### config.mk
export PLATFORM = sky130hd
export DESIGN_NAME = async_tx_core
export DESIGN_NICKNAME = d
export VERILOG_FILES = /design/src/rtl/async_tx_pkg.sv /design/src/rtl/async_tx_holdreg.sv /design/src/rtl/async_tx_parity.sv /design/src/rtl/async_tx_framer.sv /design/src/rtl/async_tx_core.sv
export SDC_FILE = /design/constraint.sdc
export NUM_CORES = 1
export LEC_CHECK = 0
export BUFFER_PORTS_ARGS = -buffer_cell sky130_fd_sc_hd__buf_2
export CORE_ASPECT_RATIO = 1.75
export CORE_MARGIN = 1
export CORE_UTILIZATION = 55
export DETAILED_ROUTE_END_ITERATION = 12
export PLACE_DENSITY = 0.82
export SYNTH_ARGS = -nofsm -noshare
export SYNTH_HDL_FRONTEND = slang
export SYNTH_SLANG_ARGS = --single-unit
### constraint.sdc
create_clock -name clk -period 2.33 [get_ports clk]
set_clock_uncertainty 0.2 [all_clocks]
set_input_delay 0.3495 -clock clk [delete_from_list [all_inputs] [get_ports clk]]
set_output_delay 0.3495 -clock clk [all_outputs]
set_load 0.01 [all_outputs]
### src/rtl/async_tx_pkg.sv
package async_tx_pkg;

   // Selects the bit that goes after the data bits
   typedef enum logic [1:0] {
      XB_NONE = 2'b00,
      XB_EVEN = 2'b01,
      XB_ODD  = 2'b10,
      XB_MARK = 2'b11
   } xbit_e;

   // Bit position within the frame
   typedef enum logic [2:0] {
      ST_IDLE,
      ST_START,
      ST_DATA,
      ST_XBIT,
      ST_STOP
   } txst_e;

endpackage

### src/rtl/async_tx_holdreg.sv
module async_tx_holdreg #(
   parameter int DATA_W = 8
) (
   input  logic              clk,
   input  logic              rst_n,
   input  logic              wr_en_i,
   input  logic [DATA_W-1:0] wr_data_i,
   input  logic              load_i,
   input  logic              done_i,
   output logic [DATA_W-1:0] hold_o,
   output logic              empty_o,
   output logic              end_o
);

   logic [DATA_W-1:0] hold_q;
   logic              empty_q;
   logic              end_q;
   logic              accept;

   // A write is taken only while the holding register is free
   assign accept = wr_en_i & empty_q;

   always_ff @(posedge clk or negedge rst_n) begin
      if (!rst_n) begin
         hold_q  <= '0;
         empty_q <= 1'b1;
         end_q   <= 1'b1;
      end else begin
         if (accept) begin
            hold_q  <= wr_data_i;
            empty_q <= 1'b0;
         end else if (load_i) begin
            empty_q <= 1'b1;
         end
         // A new write takes priority over the end of a frame
         if (accept) begin
            end_q <= 1'b0;
         end else if (done_i) begin
            end_q <= 1'b1;
         end
      end
   end

   assign hold_o  = hold_q;
   assign empty_o = empty_q;
   assign end_o   = end_q;

   // a write while the holding register is full leaves it unchanged
   a_r2_full_write_ignored: assert property (@(posedge clk) disable iff (!rst_n)
      (wr_en_i && !empty_q) |=> $stable(hold_q));

   // copying into the shift register frees the holding register
   a_r3_load_sets_empty: assert property (@(posedge clk) disable iff (!rst_n)
      load_i |=> empty_q);

endmodule

### src/rtl/async_tx_parity.sv
module async_tx_parity
   import async_tx_pkg::*;
#(
   parameter int DATA_W  = 8,
   parameter int SHORT_W = 7
) (
   input  logic [DATA_W-1:0] data_i,
   input  logic              short_i,
   input  logic [1:0]        mode_i,
   input  logic              mpb_i,
   output logic              xbit_o,
   output logic              has_x_o
);

   logic [DATA_W-1:0] used;
   logic              ones_odd;

   // Keep only the bits that the frame will carry
   for (genvar i = 0; i < DATA_W; i++) begin : g_mask
      if (i < SHORT_W) begin : g_always
         assign used[i] = data_i[i];
      end else begin : g_long_only
         assign used[i] = data_i[i] & ~short_i;
      end
   end

   assign ones_odd = ^used;

   always_comb begin
      has_x_o = 1'b1;
      unique case (xbit_e'(mode_i))
         XB_NONE: begin
            xbit_o  = 1'b0;
            has_x_o = 1'b0;
         end
         XB_EVEN: xbit_o = ones_odd;
         XB_ODD:  xbit_o = ~ones_odd;
         XB_MARK: xbit_o = mpb_i;
         default: xbit_o = 1'b0;
      endcase
   end

endmodule

### src/rtl/async_tx_framer.sv
module async_tx_framer
   import async_tx_pkg::*;
#(
   parameter int DATA_W  = 8,
   parameter int SHORT_W = 7,
   localparam int CNT_W  = $clog2(DATA_W + 1)
) (
   input  logic              clk,
   input  logic              rst_n,
   input  logic              tick_i,
   input  logic              pend_i,
   input  logic [DATA_W-1:0] data_i,
   input  logic              short_i,
   input  logic              two_stop_i,
   input  logic              xbit_i,
   input  logic              has_x_i,
   output logic              load_o,
   output logic              done_o,
   output logic              txd_o
);

   txst_e             st_q;
   logic [DATA_W-1:0] sh_q;
   logic [CNT_W-1:0]  cnt_q;
   logic [CNT_W-1:0]  nbits_q;
   logic              xbit_q;
   logic              has_x_q;
   logic              two_q;
   logic              last_stop;
   logic              last_data;

   assign last_stop = (st_q == ST_STOP) && (two_q ? (cnt_q == CNT_W'(1)) : 1'b1);
   assign last_data = (cnt_q == nbits_q - CNT_W'(1));

   // The waiting byte is taken when idle or at the end of the last stop bit
   assign load_o = tick_i & pend_i & ((st_q == ST_IDLE) | last_stop);
   assign done_o = tick_i & last_stop & ~pend_i;

   always_ff @(posedge clk or negedge rst_n) begin
      if (!rst_n) begin
         st_q    <= ST_IDLE;
         sh_q    <= '0;
         cnt_q   <= '0;
         nbits_q <= CNT_W'(DATA_W);
         xbit_q  <= 1'b0;
         has_x_q <= 1'b0;
         two_q   <= 1'b0;
      end else if (tick_i) begin
         if (load_o) begin
            sh_q    <= data_i;
            nbits_q <= short_i ? CNT_W'(SHORT_W) : CNT_W'(DATA_W);
            xbit_q  <= xbit_i;
            has_x_q <= has_x_i;
            two_q   <= two_stop_i;
            cnt_q   <= '0;
            st_q    <= ST_START;
         end else begin
            unique case (st_q)
               ST_IDLE: st_q <= ST_IDLE;
               ST_START: begin
                  cnt_q <= '0;
                  st_q  <= ST_DATA;
               end
               ST_DATA: begin
                  sh_q <= sh_q >> 1;
                  if (last_data) begin
                     cnt_q <= '0;
                     st_q  <= has_x_q ? ST_XBIT : ST_STOP;
                  end else begin
                     cnt_q <= cnt_q + CNT_W'(1);
                  end
               end
               ST_XBIT: begin
                  cnt_q <= '0;
                  st_q  <= ST_STOP;
               end
               ST_STOP: begin
                  if (last_stop) begin
                     st_q <= ST_IDLE;
                  end else begin
                     cnt_q <= cnt_q + CNT_W'(1);
                  end
               end
               default: st_q <= ST_IDLE;
            endcase
         end
      end
   end

   always_comb begin
      unique case (st_q)
         ST_START: txd_o = 1'b0;
         ST_DATA:  txd_o = sh_q[0];
         ST_XBIT:  txd_o = xbit_q;
         default:  txd_o = 1'b1;
      endcase
   end

   // each load is followed by a start bit
   a_r3_start_after_load: assert property (@(posedge clk) disable iff (!rst_n)
      load_o |=> (txd_o == 1'b0));

   // without a tick the line holds its value
   a_r3_hold_without_tick: assert property (@(posedge clk) disable iff (!rst_n)
      !tick_i |=> $stable(txd_o));

endmodule

### src/rtl/async_tx_core.sv
module async_tx_core #(
   parameter int DATA_W  = 8,
   parameter int SHORT_W = 7
) (
   input  logic              clk,
   input  logic              rst_n,
   input  logic              baud_tick_i,
   input  logic              wr_en_i,
   input  logic [DATA_W-1:0] wr_data_i,
   input  logic              fmt_short_i,
   input  logic [1:0]        fmt_xbit_i,
   input  logic              fmt_two_stop_i,
   input  logic              mpb_i,
   input  logic              empty_ie_i,
   input  logic              end_ie_i,
   output logic              txd_o,
   output logic              empty_flag_o,
   output logic              end_flag_o,
   output logic              empty_irq_o,
   output logic              end_irq_o
);

   if (DATA_W < 2) begin : g_bad_width
      $error("async_tx_core: DATA_W must be at least 2");
   end
   if (SHORT_W < 1 || SHORT_W >= DATA_W) begin : g_bad_short
      $error("async_tx_core: SHORT_W must be in 1..DATA_W-1");
   end

   logic [DATA_W-1:0] hold;
   logic              load;
   logic              done;
   logic              xbit;
   logic              has_x;

   async_tx_holdreg #(.DATA_W(DATA_W)) i_hold (
      .clk       (clk),
      .rst_n     (rst_n),
      .wr_en_i   (wr_en_i),
      .wr_data_i (wr_data_i),
      .load_i    (load),
      .done_i    (done),
      .hold_o    (hold),
      .empty_o   (empty_flag_o),
      .end_o     (end_flag_o)
   );

   async_tx_parity #(.DATA_W(DATA_W), .SHORT_W(SHORT_W)) i_par (
      .data_i  (hold),
      .short_i (fmt_short_i),
      .mode_i  (fmt_xbit_i),
      .mpb_i   (mpb_i),
      .xbit_o  (xbit),
      .has_x_o (has_x)
   );

   async_tx_framer #(.DATA_W(DATA_W), .SHORT_W(SHORT_W)) i_frm (
      .clk        (clk),
      .rst_n      (rst_n),
      .tick_i     (baud_tick_i),
      .pend_i     (~empty_flag_o),
      .data_i     (hold),
      .short_i    (fmt_short_i),
      .two_stop_i (fmt_two_stop_i),
      .xbit_i     (xbit),
      .has_x_i    (has_x),
      .load_o     (load),
      .done_o     (done),
      .txd_o      (txd_o)
   );

   assign empty_irq_o = empty_flag_o & empty_ie_i;
   assign end_irq_o   = end_flag_o & end_ie_i;

   // once transmission has ended the line is in the mark state
   a_r9_end_means_mark: assert property (@(posedge clk) disable iff (!rst_n)
      end_flag_o |-> txd_o);

endmodule

==> impl.org, run 1 <==
** Run
- Max-cap violations in this run came to 0.

** Synthesis
- Count of flip-flops with a built-in enable after synthesis :: 0
- Averaged over all synthesized cells, the footprint is 9.947 um2.
- Sequential element share of the synthesized area :: 47.71%
- The Yosys step of the flow raised 0 warnings.
- Primary FF master, synth :: sky130_fd_sc_hd__dfrtp_1
- In the synthesized netlist, the number of instances is 159.
- Yosys cell types :: 38
- Counting flops with an async set or reset pin after synthesis yields a share of 100.0%.
- Post-Synthesis Net Count :: 180
- After synthesis the netlist holds a flip-flop and latch count of 30.
- Summing every instance area after synthesis gives 1582 um2.

** STA
- Total negative slack :: 0 ns
- The final hold violation count was 0.
- Setup repair after global routing left no endpoint under its margin.
- Slew at the pin with the worst max-slew slack :: roughly 0.65 ns
- The clock period could shrink to 2.114 ns.
- Number of pins exceeding their max-slew limit in the final report :: 0
- Final clock period utilization by the worst path :: 90.74%
- Based on the critical path, the design can be clocked at up to approximately 470 MHz.
- Final setup violation count :: 0
- Headroom to the max-slew limit :: a little under three fifths

** GRT
- The first global-routing pass estimated between 5000 and 6000 um of wire.
- The number of antenna violations at the first check in global routing was 0.
- Total global routing track utilization :: 23.72%
- The number of global-route vias before repair came to 1234.
- Total congestion overflow after global routing :: 0
- Maximum number of pins on one net before global-route repair :: 31

** Critical path
- At the worst endpoint, the required time is approximately 2.3 ns.
- The critical path starts at i_frm.cnt_q[1].
- Worst Path Arrival :: 2.10 ns
- The startpoint identified for the worst register-to-register timing path is i_frm.cnt_q[1].
- Start-to-end type of the worst setup path :: reg2reg
- Worst setup SP type :: flop
- Worst-path maximum fanout :: 6
- Critical Path Sink Type :: flop

** Clocking
- After clock tree synthesis, the clock-pin slew on the worst setup and hold paths is ~0.070 ns.
- CTS Buf Count :: 5
- Clock Latency Late Sink :: just under 0.3 ns
- The tree built by TritonCTS fans out to 30 sinks.
- The clock passes through at most 2 buffers.
- Once the clock tree was built, the resizer swapped 0 gates to a different size.
- CTS tree :: yes
- Number of hold buffers added after cts :: 1
- CTS Root Buffer Type :: sky130_fd_sc_hd__clkbuf_8
- H-Tree Depth :: 2
- Buffers added to address setup during post-CTS repair amount to 0.

** Routing
- In the final routed layout, each cell accounts on average for 15.85 um.
- Drt via density :: 6.085
- Antenna Nets Post-Route :: 0
- After the first detailed-routing iteration, the DRC count stood at 46.
- Number of remaining DRC errors :: 0
- Vias after detailed routing :: 1296
- Wires add up to 3375 um.
- Number of iterations in the first detailed-routing pass :: 4

** Pwr
- Power spread over the standard cell area amounts to 1522 nW/um2.
- The analysis attributes to cell leakage a power of around 0.83 nW.
- Peak supply drop :: 1.125 mV

** Place
- Area of placed instances :: 1710 um2
- Counting tap cells, the placed design contains a total of 204 instances.
- Number of buffers inserted by port buffering :: 23
- Detailed placement finished with a half-perimeter wire length of between 2000 and 2500 um.
- RePlAce Congestion :: 0.8955

** Floorplan
- Die area :: 3102 um2
- For this design the top-level I/O count stands at 24.
- Overall die width :: 42.54 um
- The floorplan has 25 rows.
- The floorplan step set the die height to 72.94 um.
- Core Footprint :: approximately 2700 um2
- Once the floorplan was initialized, standard cells occupied between 50% and 60% of the core.

** Hold path
- Hold Path Class :: in2reg
- The startpoint identified for the worst hold timing path is wr_en_i.

** Final layout
- Fraction of final layout cells sized beyond drive strength 1 :: 26.88%
- Once layout is done, the placed cells without fillers occupy 1827 um2.
- 0 antenna diodes ended up in the layout.
- Fill cells in the final layout number between 200 and 250.
- For this run, the post-layout net count is ~210.
- Synth-to-Final Area Change :: 15.51%
- The finished layout holds 213 standard cells, fillers aside.

** Status
- Run status :: completed
report_power, final:
part / switching [W] / total, W / internal, W
Sequential: 0.000296 / 0.00109 / 0.000794
Clock: 0.000194 / 0.000513 / 0.000319
Combinational: 0.000576 / 0.00118 / 0.000601
Total: 0.00107 / 0.00278 / 0.00171
cell usage in the layout, fill, tap and decap left out, drive strengths merged, types with 2 or more instances in the layout:
cell type,synthesis,layout
o31ai,2,2
o22ai,7,7
o21ai,13,13
nand2,15,15
a31oi,4,4
dfrtp,27,27
a21oi,7,7
and2,2,2
xnor2,6,6
mux2,11,11
or2,3,3
nor3,3,3
inv,9,9
clkbuf,2,7
dfstp,3,3
ha,2,2
mux2i,3,3
nor3b,2,2
buf,4,24
nand4b,2,2
nand3,3,3
nor2,16,16
path summary, 6_finish.rpt:
check / endpoint / slack, ns / cells past startpoint
setup / recovery: i_frm.cnt_q[3] / 0.22 / 7
hold / removal: i_hold.end_o / 0.04 / 2
setup reg to reg: i_frm.cnt_q[3] / 0.22 / 7
hold reg to reg: i_frm.sh_q[0] / 0.31 / 2
max in group asynchronous: i_hold.hold_o[1] / 1.07 / 2
min in group asynchronous: i_frm.cnt_q[0] / 0.43 / 2
layer usage:
metal	GRT usage [%]	vias to the layer above	part of all wire, %
met3	6.436	15	4.1
met2	40.85	38	55
met5	0	-	0
met4	15.28	0	4.4
li1	-	613	-
met1	24.88	630	36
Yosys cell counts, types with 3 or more instances:
library cell / count / share of area (%)
sky130_fd_sc_hd__a21oi_1: 7 / 2.2
sky130_fd_sc_hd__mux2_2: 11 / 7.8
sky130_fd_sc_hd__xnor2_1: 6 / 3.3
sky130_fd_sc_hd__o22ai_1: 7 / 2.8
sky130_fd_sc_hd__a31oi_1: 4 / 1.6
sky130_fd_sc_hd__o21ai_0: 13 / 4.1
sky130_fd_sc_hd__dfstp_2: 3 / 5.0
sky130_fd_sc_hd__nand3_1: 3 / 0.95
sky130_fd_sc_hd__nor2_1: 16 / 3.8
sky130_fd_sc_hd__inv_1: 9 / 2.1
sky130_fd_sc_hd__buf_2: 4 / 1.3
sky130_fd_sc_hd__nand2_1: 15 / 3.6
sky130_fd_sc_hd__dfrtp_1: 27 / 43
flip-flops by register name, summed over array words and instances (netlist names):
| signal | count |
|---|---|
| i_frm.st_q | 3 |
| i_hold.hold_o | 8 |
| i_frm.sh_q | 8 |
| i_hold.end_o | 1 |
| i_hold.empty_o | 1 |
| i_frm.cnt_q | 4 |
| i_frm.xbit_q | 1 |
| i_frm.two_q | 1 |
| i_frm.has_x_q | 1 |
| i_frm.nbits_q | 2 |
through the flow:
stage | utilization (%) | hold WS (ns) | total power, W | setup WS [ns]
finish | 67.13 | 0.03692 | 0.002780 | 0.2157
floorplan | - | -0.1461 | 0.001966 | 0.3867
global route | 67.13 | 0.04685 | 0.002957 | 0.08796
detailed placement | 62.85 | 0.2213 | 0.002262 | 0.2355
CTS | 67.13 | 0.02630 | 0.002789 | 0.2321
global placement | 62.85 | 0.2100 | 0.002187 | 0.3177
logic make-up (layout without fill, tap and decap cells):
kind of cell    count (synthesis)  in the layout  share of synthesized area, %
mux                            14             14                         9.968
xor+xnor                        7              7                         4.747
flops                          30             30                         47.71
buf+inv                        15             42                         3.877
simple gates                   51             51                         16.85
compound gates                 40             40                         15.27
fa+ha+maj                       2              2                         1.582
worst max-delay path, cell delays in order, from the launching register on:
cell and delay, ns:
sky130_fd_sc_hd__dfrtp_1 0.44, sky130_fd_sc_hd__inv_1 0.09, sky130_fd_sc_hd__ha_1 0.16, sky130_fd_sc_hd__or3b_1 0.38, sky130_fd_sc_hd__a21oi_1 0.18, sky130_fd_sc_hd__o22ai_1 0.15, sky130_fd_sc_hd__or2_0 0.23, sky130_fd_sc_hd__a22o_1 0.19
layout make-up:
type                       instances  area, um2  area share (%)
clock buffer                       7      76.32           4.178
tap                               27      33.78           1.849
clock inverter                     1      30.03           1.644
sequential                        30      754.5           41.30
timing repair buffer              25      132.6           7.260
multi-input combinational        114      765.7           41.92
inverter                           9      33.78           1.849
Power figures use the tool's default switching activity.
==> run 2: changes to the inputs <==
--- a/config.mk
+++ b/config.mk
@@ -11,6 +11,7 @@
 export CORE_UTILIZATION = 55
 export DETAILED_ROUTE_END_ITERATION = 12
 export PLACE_DENSITY = 0.82
+export SKIP_CTS_REPAIR_TIMING = 1
 export SYNTH_ARGS = -nofsm -noshare
 export SYNTH_HDL_FRONTEND = slang
 export SYNTH_SLANG_ARGS = --single-unit
==> constraint.sdc (replaced) <==
create_clock -name clk -period 2.05 [get_ports clk]
set_clock_uncertainty 0.2 [all_clocks]
set_input_delay 0.3075 -clock clk [delete_from_list [all_inputs] [get_ports clk]]
set_output_delay 0.3075 -clock clk [all_outputs]
set_load 0.01 [all_outputs]
==> impl.org, run 2 (synthesis gave the netlist of run 1 again) <==
** GRT
- The number of antenna violations at the first check in global routing is 0 (unchanged).
- The global-route usage over all layers came to 25.23% (+1.5 points).
- Maximum number of pins on one net before global-route repair :: 31 (unchanged)
- The final global-route overflow total is 0 (unchanged).
- The wire length of the first global-routing pass came to 5575 um (+4.9%).
- Vias in the first global route :: 1259 (+2.0%)

** Hold path
- Hold Path Class :: in2reg
- Source of the worst hold timing path :: fmt_short_i
- The worst hold path terminates at i_frm.nbits_q[3].
- The worst hold path cell count was 2 (unchanged).

** Pwr
- The power per cell area was 1686 nW/um2 (+11%).
- Internal cell power :: 0.001982 W (+16%)
- The switching power total was 0.001243 W (+17%).
- The switching share of power came to 38.53% (+0.21 points).
- The sequential share of power was 37.6% (-1.6 points).
- The highest ir drop seen on vdd came to 1.024 mV (-9.0%).
- The combinational cell fraction of total power came to 47.6% (+5.2 points).
- The portion of total power attributed to the clock network was 14.8% (-3.7 points).
- The static leakage is 0.8790 nW (+5.7%).

** Final layout
- The number of diodes added for antenna fixing is 0 (unchanged).
- Final non-filler cell area :: 1913 um2 (+4.7%)
- The area growth from synthesis to layout is 20.96%.
- Leaving out fill and tap cells, the most frequent cell in the layout is sky130_fd_sc_hd__dfrtp_1.
- The library cells used most frequently in the layout, excluding fill and tap cells, are sky130_fd_sc_hd__dfrtp_1 (26), sky130_fd_sc_hd__buf_2 (23), sky130_fd_sc_hd__nand2_1 (15), sky130_fd_sc_hd__nor2_1 (15).
- Count of nets after finishing :: 214 (+3.9%)
- Fraction of final layout cells sized beyond drive strength 1 :: 34.54% (+7.7 points)
- Fill cells :: 199 (-5.2%)
- End-of-flow core utilization :: 70.30% (+3.2 points)
- Filler-free cell count of the finished design :: 221 (+3.8%)

** Critical path
- Worst Path Arrival :: 1.97 ns (-0.13 ns)
- Cell depth of the worst flop-to-flop path :: 7 (unchanged)
- Cells traversed along the worst timing path :: inv_2 > ha_2 > or3b_4 > a21oi_2 > o22ai_2 > or2_0 > a22o_1
- The register-to-register path setup slack was 0.06 ns (-0.16 ns).
- The worst setup path is captured at a flop.
- Slowest library cell on the worst path :: sky130_fd_sc_hd__dfrtp_1
- The total buffers and inverters traversed by the critical path was 1 (unchanged).
- The setup path with the least slack is of type reg2reg.
- Kind of cell adding the most delay to the critical path :: simple AND/OR/NAND/NOR gates
- Data required, critical path :: 2.02 ns (-0.29 ns)
- The maximum cell stage delay along the critical path was 0.39 ns (-0.05 ns).
- The largest fanout of any net on the critical path came to 4 (-2).
- The worst register-to-register path ends at i_frm.cnt_q[3].
- Worst setup SP type :: flop
- Origin of the critical flop-to-flop path :: i_frm.cnt_q[1]

** Floorplan
- The number of placed I/O pins was 24 (unchanged).
- The initial cell density of the core came to 58.11% (unchanged).
- Vertical die dimension :: 72.94 um (unchanged)
- Core Footprint :: 2721 um2 (unchanged)
- Num rows :: 25 (unchanged)
- The total die area was 3102 um2 (unchanged).
- The horizontal die dimension came to 42.54 um (unchanged).

** Clocking
- CTS tree :: yes
- In this run the clock root is driven by a sky130_fd_sc_hd__clkbuf_8.
- The total clock buffers created by CTS came to 5 (unchanged).
- The H-tree depth reported by CTS was 2 (unchanged).
- Number of clock sinks :: 30 (unchanged)
- The post-CTS clock slew at the launch and capture registers of the worst setup and hold paths came to 0.06 ns (about the same).
- The maximum buffer depth of the clock tree is 2 (unchanged).
- The latest clock arrival within the worst-skew pair came to 0.28 ns (about the same).

** Routing
- The number of detailed-routing iterations run before antenna repair is 4 (unchanged).
- The routed length per placed instance came to 15.65 um (-1.2%).
- The via total after detailed routing is 1304 (+0.62%).
- Number of remaining DRC errors :: 0 (unchanged)
- Total detailed-routing wirelength :: 3458 um (+2.5%)
- Initial DRC Count :: 43 (-6.5%)
- The remaining antenna violation count after routing came to 0 (unchanged).
- Drt via density :: 5.900 (-3.0%)

** STA
- Final clock period utilization by the worst path :: 97.30% (+6.6 points)
- The remaining max-slew budget at the tightest pin came to 56.59% (+0.21 points).
- Slew at the pin with the worst max-slew slack :: 0.6511 ns (-0.003091 ns)
- The final-report setup violation count is 0 (unchanged).
- The final sum of negative setup slack came to 0 ns (unchanged).
- The final hold violation count came to 0 (unchanged).
- The smallest hold slack was 0.01082 ns (-0.02610 ns).
- The count of pins over their slew limit came to 0 (unchanged).
- Setup repair after global routing could not meet its margin everywhere.
- Minimum clock period after layout :: 1.995 ns (-0.1196 ns)
- Top achievable clock speed :: 501.3 MHz (+6.0%)

** Run
- The max-capacitance violation count was 0 (unchanged).

** Place
- The sum of net half-perimeters after detailed placement came to 2570 um (+6.1%).
- The number of placed instances, taps included is 211 (+3.4%).
- The standard cell area after detailed placement was 1763 um2 (+3.1%).
- Number of buffers inserted by port buffering :: 23 (unchanged)
- The placer's final routability congestion estimate was 0.8506 (-5.0%).

** Status
- The flow ran to the end, and the final reports show no timing, DRC or antenna violations.
-- run 2: changes by cell type in the layout (fill, tap and decap cells not counted), sizes merged --
| cell | previous run | this run |
|---|---|---|
| buf | 24 | 31 |
| bufinv | 1 | 0 |
| clkinv | 0 | 1 |
| dlygate4sd3 | 1 | 2 |
-- run 2: routing by layer --
layer | track usage [%] | routed length, um
met2 | 46.67 | 2090
met1 | 24.58 | 1130
met4 | 15.28 | 119
met3 | 5.693 | 118
met5 | 0 | 0
-- run 2: area by class of cell --
cell class              instances  area (um2)  area share, %
multi-input cells             114       803.3          41.99
clock buffers                   7       86.33          4.513
clock inverters                 1       5.005         0.2616
flip-flops and latches         30       755.7          39.50
inverters                       9       33.78          1.766
repair buffers                 33       195.2          10.20
well taps                      27       33.78          1.766
-- run 2: worst max path at each step --
| stage | start | end | slack (ns) | cells past startpoint |
|---|---|---|---|---|
| floorplan | i_frm.cnt_q[1] | i_frm.cnt_q[3] | 0.11 | 7 |
| global placement | i_frm.cnt_q[1] | i_frm.cnt_q[3] | 0.05 | 7 |
| detailed placement | i_frm.cnt_q[1] | i_frm.cnt_q[3] | 0.04 | 7 |
| CTS | i_frm.cnt_q[1] | i_frm.cnt_q[3] | -0.02 | 7 |
| global route | i_frm.cnt_q[1] | i_frm.cnt_q[3] | -0.05 | 7 |
| finish | i_frm.cnt_q[1] | i_frm.cnt_q[3] | 0.06 | 7 |
-- run 2: power groups by stage --
stage	clock network (W)	logic, W	registers [W]
2_1_floorplan	0	0.00114	0.00109
3_3_place_gp	0	0.00139	0.00118
3_5_place_dp	0	0.00146	0.00120
6_report	0.000477	0.00154	0.00121
4_1_cts	0.000492	0.00147	0.00120
5_1_grt	0.000522	0.00170	0.00125
-- run 2: worst reg2reg max path: stages, from the launching register on --
cell and delay [ns]:
sky130_fd_sc_hd__dfrtp_1 0.39, sky130_fd_sc_hd__inv_2 0.06, sky130_fd_sc_hd__ha_2 0.16, sky130_fd_sc_hd__or3b_4 0.39, sky130_fd_sc_hd__a21oi_2 0.14, sky130_fd_sc_hd__o22ai_2 0.11, sky130_fd_sc_hd__or2_0 0.24, sky130_fd_sc_hd__a22o_1 0.19
-- run 2: stage by stage --
stage / setup WS [ns] / power [W]
after detailed placement: 0.03928 / 0.002661
after global routing: -0.05195 / 0.003471
after CTS: -0.01833 / 0.003156
final: 0.05525 / 0.003225
after floorplan: 0.1067 / 0.002234
after global placement: 0.05241 / 0.002573
